File: src/rtl/can_stuff_pkg.sv
package can_stuff_pkg;
  localparam int DEF_RUN_MAX = 5;
  localparam int DEF_ERR_DOM = 6;
  localparam int DEF_ERR_REC = 8;
  localparam int DEF_GAP     = 3;

  // Level of error-sequence bit number pos: dominant for the first dom bits.
  function automatic logic errseq_level(input int pos, input int dom);
    return (pos < dom) ? 1'b0 : 1'b1;
  endfunction

  // Run length after appending bit b behind prev (run==0 means fresh window).
  function automatic int run_after(input int run, input logic prev, input logic b);
    if (run == 0 || b != prev) return 1;
    return run + 1;
  endfunction
endpackage

File: src/rtl/can_stuff_tx.sv
module can_stuff_tx
  import can_stuff_pkg::*;
#(
  parameter int RUN_MAX = DEF_RUN_MAX,
  parameter int ERR_DOM = DEF_ERR_DOM,
  parameter int ERR_REC = DEF_ERR_REC,
  parameter int GAP     = DEF_GAP
) (
  input  logic clk,
  input  logic rst_n,
  input  logic bit_stb,
  input  logic tx_win,
  input  logic tx_din,
  input  logic err_req,
  output logic tx_rdy,
  output logic tx_dout
);
  localparam int SEQ_LEN = ERR_DOM + ERR_REC + GAP;
  localparam int RUN_W   = $clog2(RUN_MAX + 1);
  localparam int POS_W   = $clog2(SEQ_LEN + 1);

  logic [RUN_W-1:0] run_q;
  logic [POS_W-1:0] pos_q;
  logic             dout_q, pend_q, act_q;

  // Named internal events
  logic err_hold, err_start, stuff_evt;
  assign err_hold  = pend_q || act_q;
  assign err_start = bit_stb && pend_q && !act_q;
  assign stuff_evt = tx_win && (run_q == RUN_W'(RUN_MAX)) && !err_hold;

  assign tx_rdy  = !err_hold && !stuff_evt;
  assign tx_dout = dout_q;

  always_ff @(posedge clk or negedge rst_n) begin
    if (!rst_n) begin
      run_q  <= '0;
      pos_q  <= '0;
      dout_q <= 1'b1;
      pend_q <= 1'b0;
      act_q  <= 1'b0;
    end else begin
      if (err_start)            pend_q <= 1'b0;
      else if (err_req && !act_q) pend_q <= 1'b1;

      if (bit_stb) begin
        if (act_q) begin
          dout_q <= errseq_level(int'(pos_q), ERR_DOM);
          run_q  <= '0;
          if (pos_q == POS_W'(SEQ_LEN - 1)) act_q <= 1'b0;
          else                              pos_q <= pos_q + 1'b1;
        end else if (pend_q) begin
          dout_q <= errseq_level(0, ERR_DOM);
          act_q  <= 1'b1;
          pos_q  <= POS_W'(1);
          run_q  <= '0;
        end else if (!tx_win) begin
          dout_q <= tx_din;
          run_q  <= '0;
        end else if (stuff_evt) begin
          dout_q <= ~dout_q;
          run_q  <= RUN_W'(1);
        end else begin
          dout_q <= tx_din;
          run_q  <= RUN_W'(run_after(int'(run_q), dout_q, tx_din));
        end
      end else if (!tx_win) begin
        run_q <= '0;
      end
    end
  end

  AST_STUFF_FLIPS: assert property (@(posedge clk) disable iff (!rst_n)
    (bit_stb && stuff_evt) |=> (tx_dout != $past(tx_dout)));
  AST_RDY_ONE_BIT: assert property (@(posedge clk) disable iff (!rst_n)
    (bit_stb && stuff_evt && !err_req) |=> tx_rdy);
  AST_ERR_STARTS_DOMINANT: assert property (@(posedge clk) disable iff (!rst_n)
    err_start |=> !tx_dout);
  AST_RUN_LIMIT: assert property (@(posedge clk) disable iff (!rst_n)
    run_q <= RUN_W'(RUN_MAX));
endmodule

File: src/rtl/can_stuff_rx.sv
module can_stuff_rx
  import can_stuff_pkg::*;
#(
  parameter int RUN_MAX = DEF_RUN_MAX
) (
  input  logic clk,
  input  logic rst_n,
  input  logic bit_stb,
  input  logic rx_win,
  input  logic rx_din,
  output logic rx_dout,
  output logic rx_vld,
  output logic rx_stuff_err
);
  localparam int RUN_W = $clog2(RUN_MAX + 1);

  logic [RUN_W-1:0] run_q;
  logic             last_q, vld_q, dout_q, err_q;

  // Named internal events
  logic stuff_slot, stuff_bad;
  assign stuff_slot = rx_win && (run_q == RUN_W'(RUN_MAX));
  assign stuff_bad  = stuff_slot && (rx_din == last_q);

  assign rx_dout      = dout_q;
  assign rx_vld       = vld_q;
  assign rx_stuff_err = err_q;

  always_ff @(posedge clk or negedge rst_n) begin
    if (!rst_n) begin
      run_q  <= '0;
      last_q <= 1'b1;
      vld_q  <= 1'b0;
      dout_q <= 1'b1;
      err_q  <= 1'b0;
    end else begin
      vld_q <= 1'b0;
      err_q <= 1'b0;
      if (bit_stb) begin
        if (!rx_win) begin
          vld_q  <= 1'b1;
          dout_q <= rx_din;
          run_q  <= '0;
          last_q <= rx_din;
        end else if (stuff_slot) begin
          if (stuff_bad) begin
            err_q <= 1'b1;
            run_q <= '0;
          end else begin
            run_q  <= RUN_W'(1);
            last_q <= rx_din;
          end
        end else begin
          vld_q  <= 1'b1;
          dout_q <= rx_din;
          run_q  <= RUN_W'(run_after(int'(run_q), last_q, rx_din));
          last_q <= rx_din;
        end
      end else if (!rx_win) begin
        run_q <= '0;
      end
    end
  end

  AST_RX_DROPS_STUFF: assert property (@(posedge clk) disable iff (!rst_n)
    (bit_stb && stuff_slot) |=> !rx_vld);
  AST_RX_ERR_NO_VLD: assert property (@(posedge clk) disable iff (!rst_n)
    rx_stuff_err |-> !rx_vld);
  AST_RX_ERR_PULSE: assert property (@(posedge clk) disable iff (!rst_n)
    rx_stuff_err |=> !rx_stuff_err);
  AST_RX_NO_ERR_OUTSIDE: assert property (@(posedge clk) disable iff (!rst_n)
    (bit_stb && !rx_win) |=> (rx_vld && !rx_stuff_err));
endmodule

File: src/rtl/can_stuff_unit.sv
module can_stuff_unit
  import can_stuff_pkg::*;
#(
  parameter int RUN_MAX = DEF_RUN_MAX,
  parameter int ERR_DOM = DEF_ERR_DOM,
  parameter int ERR_REC = DEF_ERR_REC,
  parameter int GAP     = DEF_GAP
) (
  input  logic clk,
  input  logic rst_n,
  input  logic bit_stb,
  input  logic tx_win,
  input  logic tx_din,
  input  logic err_req,
  output logic tx_rdy,
  output logic tx_dout,
  input  logic rx_win,
  input  logic rx_din,
  output logic rx_dout,
  output logic rx_vld,
  output logic rx_stuff_err
);
  can_stuff_tx #(
    .RUN_MAX(RUN_MAX), .ERR_DOM(ERR_DOM), .ERR_REC(ERR_REC), .GAP(GAP)
  ) u_tx (
    .clk(clk), .rst_n(rst_n), .bit_stb(bit_stb), .tx_win(tx_win),
    .tx_din(tx_din), .err_req(err_req), .tx_rdy(tx_rdy), .tx_dout(tx_dout)
  );

  can_stuff_rx #(
    .RUN_MAX(RUN_MAX)
  ) u_rx (
    .clk(clk), .rst_n(rst_n), .bit_stb(bit_stb), .rx_win(rx_win),
    .rx_din(rx_din), .rx_dout(rx_dout), .rx_vld(rx_vld), .rx_stuff_err(rx_stuff_err)
  );

  AST_RESET_IDLE: assert property (@(posedge clk)
    $rose(rst_n) |-> (tx_dout && !rx_vld && !rx_stuff_err));
endmodule

File: config.mk
export PLATFORM = sky130hd
export DESIGN_NAME = can_stuff_unit
export DESIGN_NICKNAME = d
export VERILOG_FILES = /design/src/rtl/can_stuff_pkg.sv /design/src/rtl/can_stuff_tx.sv /design/src/rtl/can_stuff_rx.sv /design/src/rtl/can_stuff_unit.sv
export SDC_FILE = /design/constraint.sdc
export NUM_CORES = 1
export LEC_CHECK = 0
export BUFFER_PORTS_ARGS = -buffer_cell sky130_fd_sc_hd__buf_2
export CELL_PAD_IN_SITES_DETAIL_PLACEMENT = 1
export CELL_PAD_IN_SITES_GLOBAL_PLACEMENT = 1
export CORE_ASPECT_RATIO = 1.1
export CORE_UTILIZATION = 47
export CTS_CLUSTER_SIZE = 28
export DETAILED_ROUTE_END_ITERATION = 16
export GPL_ROUTABILITY_DRIVEN = 0
export PLACE_DENSITY = 0.79
export REMOVE_ABC_BUFFERS = 1
export SYNTH_ARGS = -nofsm -noshare
export SYNTH_HDL_FRONTEND = slang
export SYNTH_SLANG_ARGS = --single-unit
File: constraint.sdc
create_clock -name clk -period 2.2 [get_ports clk]
set_input_delay 0.11 -clock clk [delete_from_list [all_inputs] [get_ports clk]]
set_output_delay 0.11 -clock clk [all_outputs]
set_load 0.01 [all_outputs]
# ---- After elaboration in Yosys (flattened, before gate mapping)
# Index checks and enable logic that the tools add are counted.
# W data, S select, Z words.
dict set report totals {
  ff_bits 18
  inputBits 8
  out_inout_bits 5
}
dict set report op_classes {
  add_sub_neg 3
  magnitude_cmp 1
  eq_ne 11
  muxes 50
  bitwise 1
  n_reduce_logical 21
}
# operator count
set op_table {}
lappend op_table {{$mux W3} 12}
lappend op_table {{$mux W1} 35}
lappend op_table {{$mux W5} 3}
lappend op_table {{$logic_and A1 B1 Y1} 8}
lappend op_table {{$ne A2 B2 Y1 const B} 4}
lappend op_table {{$add A3 B1 Y3 const B} 2}
lappend op_table {{$eq A3 B3 Y1 const B} 2}
lappend op_table {{$logic_not A3 Y1} 2}
lappend op_table {{$add A5 B1 Y5 const B} 1}
lappend op_table {{$eq A5 B5 Y1 const B} 1}
lappend op_table {{$lt A5 B3 Y1 const B} 1}
lappend op_table {{$reduce_and A2 Y1} 2}
lappend op_table {{$reduce_bool A2 Y1} 2}
lappend op_table {{$logic_not A1 Y1} 3}
lappend op_table {{$logic_or A1 B1 Y1} 3}
lappend op_table {{$ne A3 B3 Y1 const B} 1}
lappend op_table {{$reduce_and A3 Y1} 1}
lappend op_table {{$ne A1 B1 Y1} 2}
lappend op_table {{$eq A1 B1 Y1} 1}
lappend op_table {{$not A1 Y1} 1}

# ---- Depth between registers and ports, before layout
# Gate-level depths: netlist (run 1).
dict set report depth {
  depth_word 14
  ltp_mapped 5
  mapped_depth_nobuf 5
}

# ---- Cells and area by module
# Synthesis (run 1) repeated with hierarchy kept, for this count alone.
dict set report unflattened {
  hier_cells 105
  hier_area_um2 1069.8
}
# mod instances cells_per_inst area_per_inst_um2
set by_module_without_submodules {}
lappend by_module_without_submodules {can_stuff_tx 1 71 688.2}
lappend by_module_without_submodules {can_stuff_rx 1 34 381.6}

# ---- Worst setup path before layout (run 1)
# Ideal clock, no wire load.
dict set report synth_path {
  path_type {register -> register}
  startpoint {reg u_rx.run_q[0]}
  endpoint {reg u_rx.dout_q (netlist: u_rx.rx_dout)}
  setup_time_ns 0.082
  arrival_ns 1.205
  setup_slack_ns 0.913
  stages_incl_launch_ff 5
  path_buffers 0
  path_cell_list {dfrtp_1 > ha_1 > and3_1 > nand2b_1 > mux2_2}
}
dict set report synth_via {
  elab_chain_len 4
}
# element line
set synth_lines {}
lappend synth_lines {{start, declared} can_stuff_rx.sv:17} ;# logic [RUN_W-1:0] run_q;
lappend synth_lines {{start signal, assigned} can_stuff_rx.sv:56} ;# run_q <= RUN_W'(run_after(int'(run_q), last_q, rx_din));
lappend synth_lines {{$eq A3 B3 Y1} can_stuff_rx.sv:22} ;# assign stuff_slot = rx_win && (run_q == RUN_W'(RUN_MAX));
lappend synth_lines {{$logic_and A1 B1 Y1} can_stuff_rx.sv:22}
lappend synth_lines {{$ne A2 B2 Y1 (no source line)} n/a}
lappend synth_lines {{$reduce_and A2 Y1 (no source line)} n/a}
lappend synth_lines {{end signal, assigned} can_stuff_rx.sv:42} ;# dout_q <= rx_din;
lappend synth_lines {{end signal, assigned} can_stuff_rx.sv:55} ;# dout_q <= rx_din;
lappend synth_lines {{end, declared} can_stuff_rx.sv:18} ;# logic last_q, vld_q, dout_q, err_q;
# No other way between the ends.
# A chain may end at the register's enable or synchronous reset.

# ---- Final worst setup path (run 1)
dict set report layout_path {
  startpoint {reg u_tx.run_q[0]}
  endpoint {out tx_rdy}
}
dict set report layout_via {
  elab_chain_len 5
}
# element line
set layout_lines {}
lappend layout_lines {{start, declared} can_stuff_tx.sv:22} ;# logic [RUN_W-1:0] run_q;
lappend layout_lines {{start signal, assigned} can_stuff_tx.sv:65} ;# run_q <= RUN_W'(run_after(int'(run_q), dout_q, tx_din));
lappend layout_lines {{$eq A3 B3 Y1} can_stuff_tx.sv:30} ;# assign stuff_evt = tx_win && (run_q == RUN_W'(RUN_MAX)) && !err_hold;
lappend layout_lines {{$logic_and A1 B1 Y1 (2 in a row)} can_stuff_tx.sv:30}
lappend layout_lines {{$logic_not A1 Y1} can_stuff_tx.sv:32} ;# assign tx_rdy = !err_hold && !stuff_evt;
lappend layout_lines {{$logic_and A1 B1 Y1} can_stuff_tx.sv:32}
lappend layout_lines {{end, declared} can_stuff_unit.sv:15} ;# output logic tx_rdy,
# No other way between the ends.

==> impl_metrics.ini, run 1 <==
[hold_path]
hp-class = primary input to flop
hp-start = rx_din

[power_and_ir_drop]
pwr-share-clk_pct = 21.7
power.density_nw_per_um2 = 799
p_sw_mw = 0.337
p_int_mw = 0.627
comb_power_share_pct = 27.3
seqPwrFrac_pct = 51.0
leakagePower_nw = 0.598
p_sw_share_pct = 35.0
vdd_drop_max_uv = 469

[routing]
drtPass1Iterations = 4
drt_iter0_drc = 5
wl_per_cell_um = 14.7
drt.antenna.violating_nets = 0
vias_per_cell = 5.50
vias = 819
wl_mm = 2.19
drc_errors = 0

[placement]
hpwl_mm = 1.66
portBuffers = 12

[timing]
skew_ps = 3.51
period_needed_ps = 1600
fin_setup_tns_ps = 0
max_freq_mhz = 625
finalCritPeriodShare_pct = 72.8
slew_violations = 0
rsz0062_at_grt = false
hold_viol = 0
slew_headroom_pct = 73.0
worstMarginPinSlew_ps = 404
setup_violations = 0

[synth]
synthArstFlopShare_pct = 100
synth_cells = 106
avgSynthCellArea_um2 = 10.1
synthTopCellsByCount = 15 x dfrtp_1, 10 x nand2_1, 9 x inv_1
yosysTopAreaCell = dfrtp_1
synth-edff-count = 0
synth_warnings = 0
synth_area_um2 = 1070
synth_top_flop_cell = dfrtp_1
ys_types = 38
synth_seq_area_share_pct = 42.3
synth-seq-cells = 18
synth_top_cell_area_share_pct = 34.9
ys_top_cells_by_area = dfrtp_1 35%, ha_1 9.3%, dfstp_2 7.3%
synthMostInstantiatedCell = dfrtp_1

[final_layout]
area_growth_pct = 12.2
multi_input_area_um2 = 577
final_layout_size_suffix_gt1_share_pct = 21.5
nFillCells = 256
regArea_um2 = 454
fin_util_pct = 57.9
nets = 138
diodes = 0

[status]
status = completed

[flow_run]
drv_cap = 0

[clock_network]
ctsResizeCount = 0
cts_sinks = 18
clk_path_buf_depth = 2
cts_setup_buffers = 0
cts_hold_buf = 1
clk_latency_ps = 300
path_clk_slew_ps = 110
cts-root-buf = clkbuf_4
cts_tree = yes
h-tree-depth = 1
cts_buffers = 3

[global_routing]
grt_pass1_vias = 828
grtUsageTotal_pct = 22.6
antenna_found_initial = 0
grt_max_degree = 20
grt_overflow = 0
grt_pass1_wl_mm = 3.80

[worst_setup_path]
critPathKind = flop to primary output
worstPathMaxFanout = 5
rr_startpoint = u_rx.run_q[0]
crit_start = u_tx.run_q[0]
crit_path_end_kind = primary output
worstPathArrival_ps = 1490
worst_setup_path_start_kind = flop
critPathRequiredTime_ps = 2090

[floorplan]
design.die.area_um2 = 2480
start_util_pct = 51.6
die_h_um = 52.2
row_count = 17
dieWidth_um = 47.6
core-area_um2 = 2080
ios = 13
registers in the layout, indices dropped and copies added (netlist names):
| name | cells |
|---|---|
| u_tx.tx_dout | 1 |
| u_tx.pos_q | 5 |
| u_rx.rx_stuff_err | 1 |
| u_tx.run_q | 3 |
| u_rx.run_q | 3 |
| u_rx.rx_dout | 1 |
| u_rx.rx_vld | 1 |
| u_tx.act_q | 1 |
| u_tx.pend_q | 1 |
| u_rx.last_q | 1 |
stage by stage:
step	total power [mW]	area [µm²]	cells	hold slack [ps]	worst slack, ps
floorplan	0.667	1060	104	-186	913
global placement	0.738	1160	144	63.1	852
detailed placement	0.760	1160	144	65.1	815
CTS	0.970	1210	149	67.6	587
global route	1.03	1210	149	65.7	466
finish	0.964	1210	149	72.2	599
layout make-up:
cell class / instances / share of cell area [%]
well taps: 28 / 2.90
clock buffers: 4 / 3.01
flip-flops and latches: 18 / 37.7
inverters: 9 / 2.80
multi-input cells: 77 / 47.8
repair buffers: 13 / 5.81
placed cells by master, fill, tap and decap left out, drive strengths merged, types with 3 or more instances in the layout:
cell type,netlist,routed
a21oi,3,3
a31oi,3,3
and3,3,3
buf,2,12
clkbuf,0,4
dfrtp,15,15
dfstp,3,3
ha,8,8
inv,9,9
nand2,10,10
nand2b,3,3
nand3,4,4
nor2,3,3
nor2b,5,5
o21ai,7,7
power by group through the flow:
stage                     Clock [mW]  Sequential (mW)  Combinational (mW)
after detailed placement           0            0.498               0.262
after global placement             0            0.491               0.246
final                          0.209            0.492               0.263
after CTS                      0.213            0.490               0.267
after floorplan                    0            0.475               0.192
after global routing           0.231            0.507               0.296
layer usage:
layer / part of all wire [%] / GRT usage [%] / wire, µm
met1: 47 / 29.5 / 1040
met2: 47 / 33.8 / 1040
met3: 2.3 / 4.17 / 51
met4: 2.9 / 13.4 / 64
met5: 0 / 0 / 0
cells by family after synthesis:
family | count (synthesis) | synth area share [%]
adders and majority gates | 8 | 9.31
DFF | 18 | 42.3
buffers and inverters | 11 | 4.07
xor gates and xnor gates | 2 | 1.63
AOI/OAI and AO/OA | 25 | 16.5
muxes | 4 | 3.96
and+or+nand+nor | 38 | 22.2
worst max-delay path, cell delays in order, from the launching register on:
cell and delay (ps):
dfrtp_1 450, ha_1 250, and3_1 200, nor3_1 130, buf_2 160
path summary, 6_finish.rpt:
path | endpoint | slack [ps] | cells past startpoint
max in group asynchronous | u_tx.tx_dout | 1610 | 2
worst max register to register | u_rx.run_q[0] | 800 | 4
worst min register to register | u_tx.tx_dout | 530 | 2
worst max-delay path | tx_rdy | 600 | 4
worst min-delay path | u_rx.rx_dout | 70 | 2
min in group asynchronous | u_rx.rx_stuff_err | 260 | 2
Power figures use the tool's default switching activity.
==> run 2, diff against run 1 <==
ABC_AREA = 1   (was not set)
CORE_UTILIZATION = 39   (was 47)
PLACE_DENSITY = 0.72   (was 0.79)
clock period = 1.45 ns   (was 2.2 ns; I/O delays follow)
==> impl_metrics.ini, run 2 <==
[status]
status = completed

[global_routing]
grtUsageTotal_pct = 18.4
grt_max_degree = 19
antenna_found_initial = 0
grt_overflow = 0
grt_pass1_wl_mm = 4.30
grt_pass1_vias = 972

[synth]
synth-edff-count = 0
synth_seq_area_share_pct = 38.5
synth-seq-cells = 18
synth_top_flop_cell = dfrtp_1
ys_types = 27
synthMostInstantiatedCell = nand2_1
synthTopCellsByCount = 34 x nand2_1, 23 x nand3_1, 17 x inv_1
avgSynthCellArea_um2 = 8.36
synth_warnings = 0
synth_top_cell_area_share_pct = 31.8
synthArstFlopShare_pct = 100
synth_cells = 141
yosysTopAreaCell = dfrtp_1
synth_area_um2 = 1180
ys_top_cells_by_area = dfrtp_1 32%, nand2_1 11%, nand3_1 9.8%

[final_layout]
nFillCells = 355
final_layout_size_suffix_gt1_share_pct = 28.5
layout_common_cells = 34 x nand2_1, 23 x nand3_1, 16 x inv_1
top_regs = u_tx.pos_q (5), u_rx.run_q (3), u_tx.run_q (3)
largest_register = u_tx.pos_q
diodes = 0
area_growth_pct = 12.2
largest_reg_flops = 5
final_common_cell = nand2_1
nets = 175

[clock_network]
h-tree-depth = 1
cts_tree = yes
clk_latency_ps = 290
path_clk_slew_ps = 110
cts_buffers = 3
clk_path_buf_depth = 2
cts_sinks = 18
cts-root-buf = clkbuf_4

[worst_setup_path]
worstPathArrival_ps = 1280
critPathKind = flop to primary output
crit_path_end_kind = primary output
path_delay_family = flip-flops
worstPathMaxFanout = 3
critical_path.max_stage_delay_ps = 420
cp_cell_sequence = inv_2, ha_2, nand3_1, nand2_1, inv_1, buf_2
worst_setup_path_start_kind = flop
crit_buf_inv = 3
critPathRequiredTime_ps = 1380
worst_path_max_delay_cell = dfrtp_1

[routing]
wl_mm = 2.56
wl_per_cell_um = 13.4
drt.antenna.violating_nets = 0
vias_per_cell = 5.01
drtPass1Iterations = 2
drc_errors = 0
drt_iter0_drc = 5
vias = 956

[floorplan]
core-area_um2 = 2830
start_util_pct = 41.7
design.die.area_um2 = 3250
die_h_um = 59.7
dieWidth_um = 54.4
row_count = 20
ios = 13

[timing]
whs_ps = 25.9
slew_violations = 0
finalCritPeriodShare_pct = 92.9
slew_headroom_pct = 71.5
setup_violations = 0
fin_setup_tns_ps = 0
skew_ps = 1.54
period_needed_ps = 1350
rsz0062_at_grt = false
worstMarginPinSlew_ps = 428
max_freq_mhz = 742
hold_viol = 0

[power_and_ir_drop]
leakagePower_nw = 0.700
vdd_drop_max_uv = 608
total_power_mw = 1.56
power.density_nw_per_um2 = 1180

[placement]
portBuffers = 12
hpwl_mm = 2.04

[hold_path]
hp-class = primary input to flop

[flow_run]
drv_cap = 0
run 2: cell count changes in the layout (fill, tap and decap cells not counted), moves of 4 or more:
cell     before  now
inv_1         9   16
nand3_1       4   23
nand2_2       0    5
nand2_1      10   34
nor2b_1       5    0
o21ai_2       0    4
run 2: metal layers:
| layer | GRT usage, % | wire length, µm |
|---|---|---|
| met5 | 0 | 0 |
| met1 | 21.0 | 1090 |
| met2 | 34.3 | 1400 |
| met4 | 4.40 | 28 |
| met3 | 3.31 | 45 |
run 2: final timing paths:
path                                from             to  slack [ps]  depth (start not counted)
max                        u_tx.run_q[1]         tx_rdy         100                          6
min                               rx_din    u_rx.last_q          30                          3
max reg2reg                u_tx.run_q[0]  u_tx.run_q[2]         210                          7
min reg2reg                 u_rx.rx_dout   u_rx.rx_dout         490                          2
max in group asynchronous          rst_n   u_tx.tx_dout         870                          2
min in group asynchronous          rst_n  u_tx.pos_q[3]         250                          2
run 2: worst reg2reg max path, stage by stage, from the launching register on:
cell     delay (ps)
dfrtp_1         430
inv_1            80
ha_1            200
nand2_1          80
nand3_1          80
nor2_1          170
nand3_1          90
nand2_1          60
run 2: kinds of logic (layout without fill, tap and decap cells):
| family | after synthesis | after routing | synth area share, % |
|---|---|---|---|
| XOR/XNOR | 3 | 3 | 2.23 |
| AO/OA/AOI/OAI | 9 | 9 | 5.63 |
| AND/OR/NAND/NOR | 78 | 78 | 35.2 |
| adder cells (fa/ha/maj) | 8 | 8 | 8.49 |
| buffers and inverters | 25 | 42 | 9.87 |
| flip-flops | 18 | 18 | 38.5 |
run 2: cell type report:
type,count,area (µm²),area share [%]
Tap cell,33,41.3,3.12
Clock buffer,4,36.3,2.74
Inverter,22,86.3,6.53
Sequential cell,18,455,34.4
Timing Repair Buffer,16,92.6,7.00
Multi-Input combinational cell,98,611,46.2
run 2: power by group:
group          switching [mW]  leakage, nW  internal (mW)
registers               0.155        0.228          0.594
logic                   0.300        0.451          0.207
clock network           0.156       0.0210          0.153
run 2: metrics by stage:
stage | util, % | worst slack (ps) | area [µm²] | std cells
final | 46.8 | 102 | 1320 | 191
after global routing | 46.8 | 17.9 | 1320 | 191
after CTS | 45.8 | 36.4 | 1300 | 188
after floorplan | - | 352 | 1150 | 138
after detailed placement | 44.2 | 209 | 1250 | 183
after global placement | 44.2 | 258 | 1250 | 183
run 2: repair_timing:
| action | 4_1_cts | 5_1_grt |
|---|---|---|
| setup buffers | 0 | 3 |
| hold endpoints to repair | 15 | 0 |
| gates resized for setup | 0 | 3 |
| hold buffers | 1 | 0 |
| endpoints found under the setup margin | 0 | 1 |
==> run 3, diff against run 2 <==
CTS_BUF_LIST = sky130_fd_sc_hd__clkbuf_16   (was not set)
clock period = 1.2 ns   (was 1.45 ns; I/O delays follow)
==> impl_metrics.ini, run 3 (synthesis results as in run 2) <==
[worst_setup_path]
critPathRequiredTime_ps = 1330
worstPathMaxFanout = 6
worstPathArrival_ps = 1380
worst_setup_path_start_kind = flop
crit_path_end_kind = flop
critPathKind = flop to flop
rr_startpoint = u_tx.act_q
rrSetupSlack_ps = -40
r2r_end = u_tx.pos_q[3]
r2r_cells = 6

[routing]
vias_per_cell = 5.05
vias = 1005
drtPass1Iterations = 2
wl_per_cell_um = 14.6
drt.antenna.violating_nets = 0
wl_mm = 2.91
drc_errors = 0
drt_iter0_drc = 3

[final_layout]
largest_register = u_tx.pos_q
fin_util_pct = 53.8
largest_reg_flops = 5
top_regs = u_tx.pos_q (5), u_rx.run_q (3), u_tx.run_q (3)
multi_input_area_um2 = 708
regArea_um2 = 462
nFillCells = 348
layout_common_cells = 33 x nand2_1, 17 x nand3_1, 15 x inv_1
nets = 183
area_growth_pct = 29.1
final_common_cell = nand2_1
instances_no_fill = 199
final_layout_size_suffix_gt1_share_pct = 41.6
diodes = 0

[flow_run]
drv_cap = 0

[timing]
finalCritPeriodShare_pct = 104
slew_headroom_pct = 72.2
hold_viol = 0
setup_violations = 7
fin_setup_tns_ps = -238
worstMarginPinSlew_ps = 417
period_needed_ps = 1240
max_freq_mhz = 804
finalWorstSetupSlack_ps = -43.1
skew_ps = 2.95
rsz0062_at_grt = true
slew_violations = 0

[clock_network]
h-tree-depth = 1
cts_buffers = 3
cts-root-buf = clkbuf_16
clk_latency_ps = 250
clk_path_buf_depth = 2
cts_tree = yes
cts_sinks = 18
path_clk_slew_ps = 50

[floorplan]
row_count = 20
ios = 13
core-area_um2 = 2830
dieWidth_um = 54.4
design.die.area_um2 = 3250
die_h_um = 59.7
start_util_pct = 41.7

[hold_path]
hold_depth = 2
hp-start = err_req
hp-class = primary input to flop
worstHoldEndpoint = u_tx.pend_q

[global_routing]
grt_pass1_vias = 1007
grt_overflow = 0
grt_max_degree = 19
grtUsageTotal_pct = 19.8
antenna_found_initial = 0
grt_pass1_wl_mm = 4.56

[power_and_ir_drop]
total_power_mw = 2.47
power.density_nw_per_um2 = 1620
vdd_drop_max_uv = 778
leakagePower_nw = 0.771

[status]
violations = setup timing
status = finished with violations

[placement]
portBuffers = 12
dp.cells = 186
hpwl_mm = 2.04
-- run 3: changes by cell type in the layout (fill, tap and decap cells not counted), sizes merged --
cell and delta:
nand2 +1, inv +1, clkbuf -1, buf +7
-- run 3: worst max path at each step --
stage | from | endpoint | cells after the start
2_1_floorplan | u_tx.pos_q[0] | u_tx.act_q | 5
3_3_place_gp | u_tx.pos_q[0] | u_tx.act_q | 5
3_5_place_dp | u_tx.run_q[1] | u_tx.run_q[2] | 7
4_1_cts | u_tx.run_q[1] | tx_rdy | 6
5_1_grt | u_tx.run_q[1] | tx_rdy | 6
6_report | u_tx.act_q | u_tx.pos_q[3] | 6
-- run 3: timing repair --
action,in CTS,in global routing
setup endpoints to repair,9,16
endpoints found under the hold margin,15,0
gates cloned,0,1
resized for setup,8,20
hold buffers,1,0
buffers inserted,4,3
pin swaps,1,8
-- run 3: power by group --
part | switching (mW) | internal, mW
registers | 0.178 | 0.731
clock network | 0.226 | 0.443
logic | 0.486 | 0.405
total | 0.890 | 1.58
-- run 3: final cells by class --
cell class                      instances  area share, %
Clock buffer                            3           4.93
Clock inverter                          1          0.247
Inverter                               22           5.67
Multi-Input combinational cell         99           46.5
Sequential cell                        18           30.3
Tap cell                               33           2.71
Timing Repair Buffer                   23           9.54
-- run 3: per-layer routing --
metal / up-vias / part of all wire (%) / global-route usage, %
met5: - / 0 / 0
met4: 0 / 0.86 / 4.40
met3: 4 / 1.4 / 3.82
met2: 7 / 56 / 35.0
met1: 496 / 42 / 24.2
li1: 498 / - / -
-- run 3: stage by stage --
| stage | area (µm²) | hold slack, ps | setup slack, ps |
|---|---|---|---|
| detailed placement | 1270 | 22.7 | -8.64 |
| global placement | 1270 | 16.7 | 50.5 |
| finish | 1520 | 62.4 | -43.1 |
| global route | 1520 | 70.6 | -116 |
| floorplan | 1150 | -236 | 102 |
| CTS | 1410 | 58.5 | -34.0 |
-- run 3: critical path: stages, from the launching register on --
cell and delay (ps):
dfrtp_2 460, nor2_4 70, buf_4 140, nor2_4 220, nand2_8 110, nand2_4 70, o21ai_2 50
